`src/rtl/phy_init_pkg.sv`:
```
`timescale 1ns/1ps
package phy_init_pkg;
  localparam int BUS_W        = 32;
  localparam int LANE_SHIFT   = 16;
  localparam int NUM_PARAMS   = 4;
  localparam int PIDX_W       = $clog2(NUM_PARAMS);
  localparam int STEPS        = 17;
  localparam int STEP_W       = $clog2(STEPS);
  localparam int PORT_SEL_LSB = 9;
  localparam int PORT_SEL_W   = 3;
  localparam int PORT_SEL_VAL = 1;
  localparam int RST_MANUAL_BIT  = 8;
  localparam int RST_RELEASE_BIT = 0;

  typedef enum logic [2:0] {
    SEL_CLK,
    SEL_TESTI_REQ,
    SEL_TESTI_MRG,
    SEL_TESTO,
    SEL_RST
  } accSel_t;

  typedef struct packed {
    logic              rdReq;
    logic              wrReq;
    accSel_t           sel;
    logic              frameWe;
    logic              capOld;
    logic              capClk;
    logic              capRst;
    logic [PIDX_W-1:0] paramIdx;
    logic              phySel;
  } dpCtrl_t;

  function automatic logic [4:0] paramAddr(input logic [PIDX_W-1:0] idx);
    case (idx)
      2'd0:    return 5'd0;
      2'd1:    return 5'd6;
      2'd2:    return 5'd26;
      default: return 5'd28;
    endcase
  endfunction

  function automatic logic [7:0] paramMask(input logic [PIDX_W-1:0] idx);
    case (idx)
      2'd0:    return 8'h08;
      2'd1:    return 8'h3F;
      2'd2:    return 8'hF0;
      default: return 8'h0C;
    endcase
  endfunction

  function automatic logic [7:0] paramValue(input logic [PIDX_W-1:0] idx);
    case (idx)
      2'd0:    return 8'h08;
      2'd2:    return 8'h50;
      default: return 8'h00;
    endcase
  endfunction

  function automatic logic [15:0] packFrame(input logic [7:0] dat, input logic [4:0] adr, input logic we);
    return {2'b00, dat, adr, we};
  endfunction
endpackage

```
`src/rtl/phy_init_ctrl.sv`:
```
`timescale 1ns/1ps
module phy_init_ctrl
  import phy_init_pkg::*;
#(
  parameter int SETTLE_CYCLES = 64
) (
  input  logic    clk,
  input  logic    rstN,
  input  logic    start,
  input  logic    dualPhy,
  input  logic    busReady,
  output dpCtrl_t ctrl,
  output logic    busy,
  output logic    done
);
  localparam int CNT_W = $clog2(SETTLE_CYCLES + 1);
  localparam logic [CNT_W-1:0]  SETTLE_LOAD = CNT_W'(SETTLE_CYCLES - 1);
  localparam logic [STEP_W-1:0] LAST_STEP   = STEP_W'(STEPS - 1);
  localparam logic [STEP_W-1:0] CAP_STEP    = STEP_W'(3);
  localparam logic [PIDX_W-1:0] LAST_PARAM  = PIDX_W'(NUM_PARAMS - 1);

  typedef enum logic [2:0] {
    ST_IDLE, ST_CLK_RD, ST_CLK_WR, ST_PARAM,
    ST_SETTLE, ST_RST_RD, ST_RST_WR, ST_DONE
  } state_t;

  state_t            state;
  logic [STEP_W-1:0] stepIdx;
  logic [PIDX_W-1:0] paramIdx;
  logic              phySel;
  logic              dualLatched;
  logic [CNT_W-1:0]  settleCnt;
  logic              accept;

  // steps that write a frame; all others read the status word
  function automatic logic stepWrites(input logic [STEP_W-1:0] s);
    return (s == 5'd0) || (s == 5'd4) || (s == 5'd7) || (s == 5'd10) || (s == 5'd13);
  endfunction

  always_comb begin
    ctrl          = '0;
    ctrl.sel      = SEL_CLK;
    ctrl.paramIdx = paramIdx;
    ctrl.phySel   = phySel;
    case (state)
      ST_CLK_RD: begin
        ctrl.rdReq  = 1'b1;
        ctrl.capClk = busReady;
      end
      ST_CLK_WR: ctrl.wrReq = 1'b1;
      ST_PARAM: begin
        if (stepWrites(stepIdx)) begin
          ctrl.wrReq   = 1'b1;
          ctrl.sel     = ((stepIdx == 5'd0) || (stepIdx == 5'd13)) ? SEL_TESTI_REQ : SEL_TESTI_MRG;
          ctrl.frameWe = (stepIdx == 5'd7);
        end else begin
          ctrl.rdReq  = 1'b1;
          ctrl.sel    = SEL_TESTO;
          ctrl.capOld = (stepIdx == CAP_STEP) && busReady;
        end
      end
      ST_RST_RD: begin
        ctrl.rdReq  = 1'b1;
        ctrl.sel    = SEL_RST;
        ctrl.capRst = busReady;
      end
      ST_RST_WR: begin
        ctrl.wrReq = 1'b1;
        ctrl.sel   = SEL_RST;
      end
      default: ;
    endcase
  end

  assign accept = busReady && (ctrl.rdReq || ctrl.wrReq);
  assign busy   = (state != ST_IDLE) && (state != ST_DONE);
  assign done   = (state == ST_DONE);

  always_ff @(posedge clk or negedge rstN) begin
    if (!rstN) begin
      state       <= ST_IDLE;
      stepIdx     <= '0;
      paramIdx    <= '0;
      phySel      <= 1'b0;
      dualLatched <= 1'b0;
      settleCnt   <= '0;
    end else begin
      case (state)
        ST_IDLE: if (start) begin
          state       <= ST_CLK_RD;
          dualLatched <= dualPhy;
          stepIdx     <= '0;
          paramIdx    <= '0;
          phySel      <= 1'b0;
        end
        ST_CLK_RD: if (accept) state <= ST_CLK_WR;
        ST_CLK_WR: if (accept) state <= ST_PARAM;
        ST_PARAM: if (accept) begin
          if (stepIdx == LAST_STEP) begin
            stepIdx <= '0;
            if (paramIdx == LAST_PARAM) begin
              paramIdx <= '0;
              if (!phySel && dualLatched) begin
                phySel <= 1'b1;
              end else begin
                state     <= ST_SETTLE;
                settleCnt <= SETTLE_LOAD;
              end
            end else begin
              paramIdx <= paramIdx + 1'b1;
            end
          end else begin
            stepIdx <= stepIdx + 1'b1;
          end
        end
        ST_SETTLE: begin
          if (settleCnt == '0) state <= ST_RST_RD;
          else settleCnt <= settleCnt - 1'b1;
        end
        ST_RST_RD: if (accept) state <= ST_RST_WR;
        ST_RST_WR: if (accept) state <= ST_DONE;
        default:   state <= ST_IDLE;
      endcase
    end
  end
endmodule

```
`src/rtl/phy_init_dp.sv`:
```
`timescale 1ns/1ps
module phy_init_dp
  import phy_init_pkg::*;
#(
  parameter int ADDR_W = 16,
  parameter logic [ADDR_W-1:0] CLK_CTRL_ADDR = 16'h0000,
  parameter logic [ADDR_W-1:0] TESTI_ADDR    = 16'h2000,
  parameter logic [ADDR_W-1:0] TESTO_ADDR    = 16'h2004,
  parameter logic [ADDR_W-1:0] RST_CTRL_ADDR = 16'h200C
) (
  input  logic              clk,
  input  logic              rstN,
  input  dpCtrl_t           ctrl,
  input  logic [BUS_W-1:0]  busRdata,
  output logic [ADDR_W-1:0] busAddr,
  output logic [BUS_W-1:0]  busWdata,
  output logic              busWe,
  output logic              busRe
);
  localparam logic [BUS_W-1:0] PORT_SEL_MASK = BUS_W'((1 << PORT_SEL_W) - 1) << PORT_SEL_LSB;
  localparam logic [BUS_W-1:0] PORT_SEL_SET  = BUS_W'(PORT_SEL_VAL) << PORT_SEL_LSB;
  localparam logic [BUS_W-1:0] RST_SET = (BUS_W'(1) << RST_MANUAL_BIT) | (BUS_W'(1) << RST_RELEASE_BIT);

  logic [7:0]       oldVal;
  logic [BUS_W-1:0] clkShadow;
  logic [BUS_W-1:0] rstShadow;
  logic [BUS_W-1:0] laneRd;
  logic [4:0]       fieldAddr;
  logic [7:0]       fieldMask;
  logic [7:0]       fieldValue;
  logic [7:0]       merged;
  logic [15:0]      reqFrame;
  logic [15:0]      mrgFrame;
  logic [BUS_W-1:0] reqWord;
  logic [BUS_W-1:0] mrgWord;

  always_comb begin
    laneRd     = ctrl.phySel ? (busRdata >> LANE_SHIFT) : busRdata;
    fieldAddr  = paramAddr(ctrl.paramIdx);
    fieldMask  = paramMask(ctrl.paramIdx);
    fieldValue = paramValue(ctrl.paramIdx);
    merged     = (oldVal & ~fieldMask) | (fieldValue & fieldMask);
    reqFrame   = packFrame(8'd1, fieldAddr, 1'b0);
    mrgFrame   = packFrame(merged, fieldAddr, ctrl.frameWe);
    reqWord    = ctrl.phySel ? (BUS_W'(reqFrame) << LANE_SHIFT) : BUS_W'(reqFrame);
    mrgWord    = ctrl.phySel ? (BUS_W'(mrgFrame) << LANE_SHIFT) : BUS_W'(mrgFrame);
  end

  always_comb begin
    busWe    = ctrl.wrReq;
    busRe    = ctrl.rdReq;
    busAddr  = CLK_CTRL_ADDR;
    busWdata = '0;
    case (ctrl.sel)
      SEL_CLK: begin
        busAddr  = CLK_CTRL_ADDR;
        busWdata = (clkShadow & ~PORT_SEL_MASK) | PORT_SEL_SET;
      end
      SEL_TESTI_REQ: begin
        busAddr  = TESTI_ADDR;
        busWdata = reqWord;
      end
      SEL_TESTI_MRG: begin
        busAddr  = TESTI_ADDR;
        busWdata = mrgWord;
      end
      SEL_TESTO: busAddr = TESTO_ADDR;
      SEL_RST: begin
        busAddr  = RST_CTRL_ADDR;
        busWdata = rstShadow | RST_SET;
      end
      default: ;
    endcase
  end

  always_ff @(posedge clk or negedge rstN) begin
    if (!rstN) begin
      oldVal    <= '0;
      clkShadow <= '0;
      rstShadow <= '0;
    end else begin
      if (ctrl.capOld) oldVal    <= laneRd[7:0];
      if (ctrl.capClk) clkShadow <= busRdata;
      if (ctrl.capRst) rstShadow <= busRdata;
    end
  end
endmodule

```
`src/rtl/phy_init_seq.sv`:
```
`timescale 1ns/1ps
module phy_init_seq
  import phy_init_pkg::*;
#(
  parameter int ADDR_W = 16,
  parameter int SETTLE_CYCLES = 64,
  parameter logic [ADDR_W-1:0] CLK_CTRL_ADDR = 16'h0000,
  parameter logic [ADDR_W-1:0] TESTI_ADDR    = 16'h2000,
  parameter logic [ADDR_W-1:0] TESTO_ADDR    = 16'h2004,
  parameter logic [ADDR_W-1:0] RST_CTRL_ADDR = 16'h200C
) (
  input  logic              clk,
  input  logic              rstN,
  input  logic              start,
  input  logic              dualPhy,
  output logic [ADDR_W-1:0] busAddr,
  output logic [31:0]       busWdata,
  output logic              busWe,
  output logic              busRe,
  input  logic [31:0]       busRdata,
  input  logic              busReady,
  output logic              busy,
  output logic              done
);
  dpCtrl_t ctrl;

  phy_init_ctrl #(.SETTLE_CYCLES(SETTLE_CYCLES)) u_ctrl (
    .clk(clk), .rstN(rstN), .start(start), .dualPhy(dualPhy),
    .busReady(busReady), .ctrl(ctrl), .busy(busy), .done(done)
  );

  phy_init_dp #(
    .ADDR_W(ADDR_W), .CLK_CTRL_ADDR(CLK_CTRL_ADDR), .TESTI_ADDR(TESTI_ADDR),
    .TESTO_ADDR(TESTO_ADDR), .RST_CTRL_ADDR(RST_CTRL_ADDR)
  ) u_dp (
    .clk(clk), .rstN(rstN), .ctrl(ctrl), .busRdata(busRdata),
    .busAddr(busAddr), .busWdata(busWdata), .busWe(busWe), .busRe(busRe)
  );
endmodule

```
`config.mk`:
```
export PLATFORM = sky130hd
export DESIGN_NAME = phy_init_seq
export DESIGN_NICKNAME = d
export VERILOG_FILES = /design/src/rtl/phy_init_pkg.sv /design/src/rtl/phy_init_ctrl.sv /design/src/rtl/phy_init_dp.sv /design/src/rtl/phy_init_seq.sv
export SDC_FILE = /design/constraint.sdc
export NUM_CORES = 1
export LEC_CHECK = 0
export CAP_MARGIN = 20
export CORE_UTILIZATION = 54
export CTS_BUF_LIST = sky130_fd_sc_hd__clkbuf_4 sky130_fd_sc_hd__clkbuf_8
export DETAILED_ROUTE_END_ITERATION = 8
export PLACE_DENSITY = 0.82
export RECOVER_POWER = 100
export SETUP_SLACK_MARGIN = 0.05
export SLEW_MARGIN = 10
export SYNTH_ARGS = -nofsm -noshare
export SYNTH_HDL_FRONTEND = slang
export SYNTH_SLANG_ARGS = --single-unit
export TNS_END_PERCENT = 5
```
`constraint.sdc`:
```
create_clock -name clk -period 2.6 [get_ports clk]
set_input_delay 0.65 -clock clk [delete_from_list [all_inputs] [get_ports clk]]
set_output_delay 0.65 -clock clk [all_outputs]
set_load 0.01 [all_outputs]
```
==> qor.txt <==
# nets final - 590
drt wl/cell - 19.82 um
first-pass GRT wire length - 20.82 mm
Reg power frac - 29.8%
die area - 8950 um^2
number of synthesized flops with an enable pin - 0
Startpoint Class - flop
vias in the first global route - 4215
final wirelength - 12.92 mm
GRT Total Usage - 30.95%
post-placement cell area - 5694 um^2
Max VDD drop - 0.0009042 V
Area Growth Syn to Fin - 28.64%
FP Rows - 33
crit end category - primary output
Die W - 94.61 um
Psw - 0.003160 W
ANT cells - 0
Port Buf Inserts - 75
P_leak - 2.670 nW
outcome - complete, but fails checks
Synth warnings - 0
Clk pwr share - 14.0%
First DRT Iteration DRCs - 312
min Tclk post-route - 2839 ps
Yosys top cell by area - dfrtp_1
Root Buffer - clkbuf_8
Worst Setup SP - u_ctrl.stepIdx[1]$_DFFE_PN0P_
Hold Path End - u_dp.rstShadow[5]$_DFFE_PN0P_
cts bufs inserted - 9
Min-Delay Startpoint - u_dp.rstShadow[5]$_DFFE_PN0P_
Reg2Reg Setup Slack - 190 ps
Fmax achieved - 0.3522 GHz
HPWL Detailed - 8.382 mm
pre-CTS WS - -257.9 ps
TritonRoute pass-1 iters - 6
io pins - 89
CTS tree - yes
global placer's final weighted congestion - 0.8376
Cell variety after synth - 52
pin count of the biggest net entering global routing - 59
die height - 94.61 um
Worst-path clk slew - 90 ps
Reg area - 2156 um^2
clk sink count - 86
crit path DAT - 2190 ps
#FFs+latches synth - 86
final hold vios - 0
Vias - 3948
main flop type after synthesis - dfrtp_1
asr flop ratio synth - 100.0%
mapped cell area - 4631 um^2
initial antenna violation count - 0
H-tree depth - 3
worst r2r path cells - 7
critical path peak fanout - 6
Seq/Total Area, Yosys - 46.47%
post-route setup TNS - -4264 ps
final slew viol count - 30
slew margin rel. - -11.62%
Mapped Cells - 437
final setup vio count - 30
area of the multi-input gates - 2456 um^2
Crit Path Class - reg -> out
RSZ-0062 raised after global routing - true
required time of the critical path - 1950 ps
Switching Share - 40.95%
Final period util - 109.2%
Mean Syn Cell Area - 10.60 um^2
post-synth top area share - 46.47%
total power - 0.007716 W
Crit Reg-Reg Endpoint - u_ctrl.settleCnt[3]$_DFFE_PN0P_
failing checks - capacitance limit, slew limit, setup timing
Max-Cap Viols - 1
GR Util met3 - 5.958%
clock latency at the later pin of the worst-skew pair - 360 ps
Hold Crit Depth - 1
total gr overflow - 0
power per cell area - 1295 nW/um^2
DR DRC count - 0
GRT busiest layer - met2
Synth area leaders - dfrtp_1 46%, mux2_2 19%, nand2_1 3.2%, ha_1 3.0%, nand3_1 2.8%
Reg-to-Reg Start - u_ctrl.paramIdx[1]$_DFFE_PN0P_
top-count cell post-synth - dfrtp_1
Starting Density - 56.08%
Synth top cells by count - 86 x dfrtp_1, 77 x mux2_2, 40 x nand2_1
global routing usage on met2 - 54.92%
clk_skew - 7.121 ps
layout cells sized above 1 - 35.83%
Power Internal - 0.004556 W
Final Worst Setup Slack - -239.0 ps
CTS max path bufs - 2
Worst Tran Pin Value - 1674 ps
Gate power share - 56.2%
Hold WC Path Type - reg -> reg
Finished Cell Area - 5957 um^2
drt via density - 6.055
Routed Antenna Nets - 0
core area - 8258 um^2
met1 GRT Util - 35.90%
final core occ - 72.14%
Filler cells - 562
==> flip-flops by register name (all words and copies together) (netlist names) <==
name	cells
u_ctrl.dualLatched	1
u_ctrl.paramIdx	2
u_ctrl.phySel	1
u_ctrl.settleCnt	7
u_ctrl.state	3
u_ctrl.stepIdx	5
u_dp.clkShadow	29
u_dp.oldVal	8
u_dp.rstShadow	30
==> per-layer routing <==
| layer | share of wire [%] | up-vias |
|---|---|---|
| li1 | - | 1746 |
| met1 | 38 | 1999 |
| met2 | 54 | 171 |
| met5 | 0 | - |
| met3 | 4.7 | 32 |
| met4 | 2.5 | 0 |
==> power by group through the flow <==
stage | Combinational, W | Clock [W] | Sequential [W]
finish | 0.00434 | 0.00108 | 0.00230
global route | 0.00465 | 0.00114 | 0.00236
CTS | 0.00427 | 0.00108 | 0.00228
detailed placement | 0.00429 | 0 | 0.00228
global placement | 0.00417 | 0 | 0.00224
floorplan | 0.00231 | 0 | 0.00219
==> cell type report <==
cell class,count,share of cell area [%]
flip-flops and latches,86,36.19
clock buffers,10,2.205
inverters,12,0.7561
well taps,105,2.205
repair buffers,117,15.84
multi-input cells,316,41.23
clock inverters,6,1.575
==> cell families (layout without fill, tap and decap cells) <==
family / count (synthesis) / after routing / share of synthesized area, %
buffers and inverters: 47 / 145 / 5.107
multiplexers: 83 / 83 / 20.02
AO/OA/AOI/OAI: 69 / 69 / 10.08
other: 1 / 13 / 0.08098
XOR/XNOR: 3 / 3 / 0.5675
AND/OR/NAND/NOR: 137 / 137 / 14.70
adder cells (fa/ha/maj): 11 / 11 / 2.972
flip-flops: 86 / 86 / 46.47
==> placed cells by master (no fill, tap or decap), types with 13 or more instances in the layout <==
cell	count
dfrtp_1	83
buf_4	28
conb_1	13
nand2_1	37
a21oi_1	22
nand3_1	22
buf_2	25
nor2_1	28
clkdlybuf4s50_1	36
mux2_2	77
==> critical path, cell delays in order (launching register included) <==
cell,delay (ps)
dfrtp_2,420
inv_2,80
ha_4,170
mux2i_2,260
o221ai_4,170
buf_4,160
o211ai_1,90
buf_4,230
o22ai_2,90
buf_2,160
==> how the worst max path moves through the flow <==
stage	depth (start not counted)	to
after detailed placement	8	busWdata[22]
after global routing	9	busWdata[6]
after global placement	8	busWdata[22]
after CTS	9	busWdata[6]
after floorplan	6	busWdata[10]
final	9	busWdata[26]
==> per-stage QoR <==
step / std cells / hold WS, ps
after global placement: 629 / 479.6
final: 652 / 515.0
after floorplan: 449 / 354.4
after CTS: 652 / 230.4
after global routing: 652 / 519.2
after detailed placement: 629 / 493.3
==> what timing repair did <==
action                                  4_1_cts  5_1_grt
hold buffers                                  0        0
endpoints found under the setup margin       37       36
pin swaps                                    18        4
setup buffers                                 7        0
cloned                                        0        0
gates resized for setup                     166       11
Power figures use the tool's default switching activity.
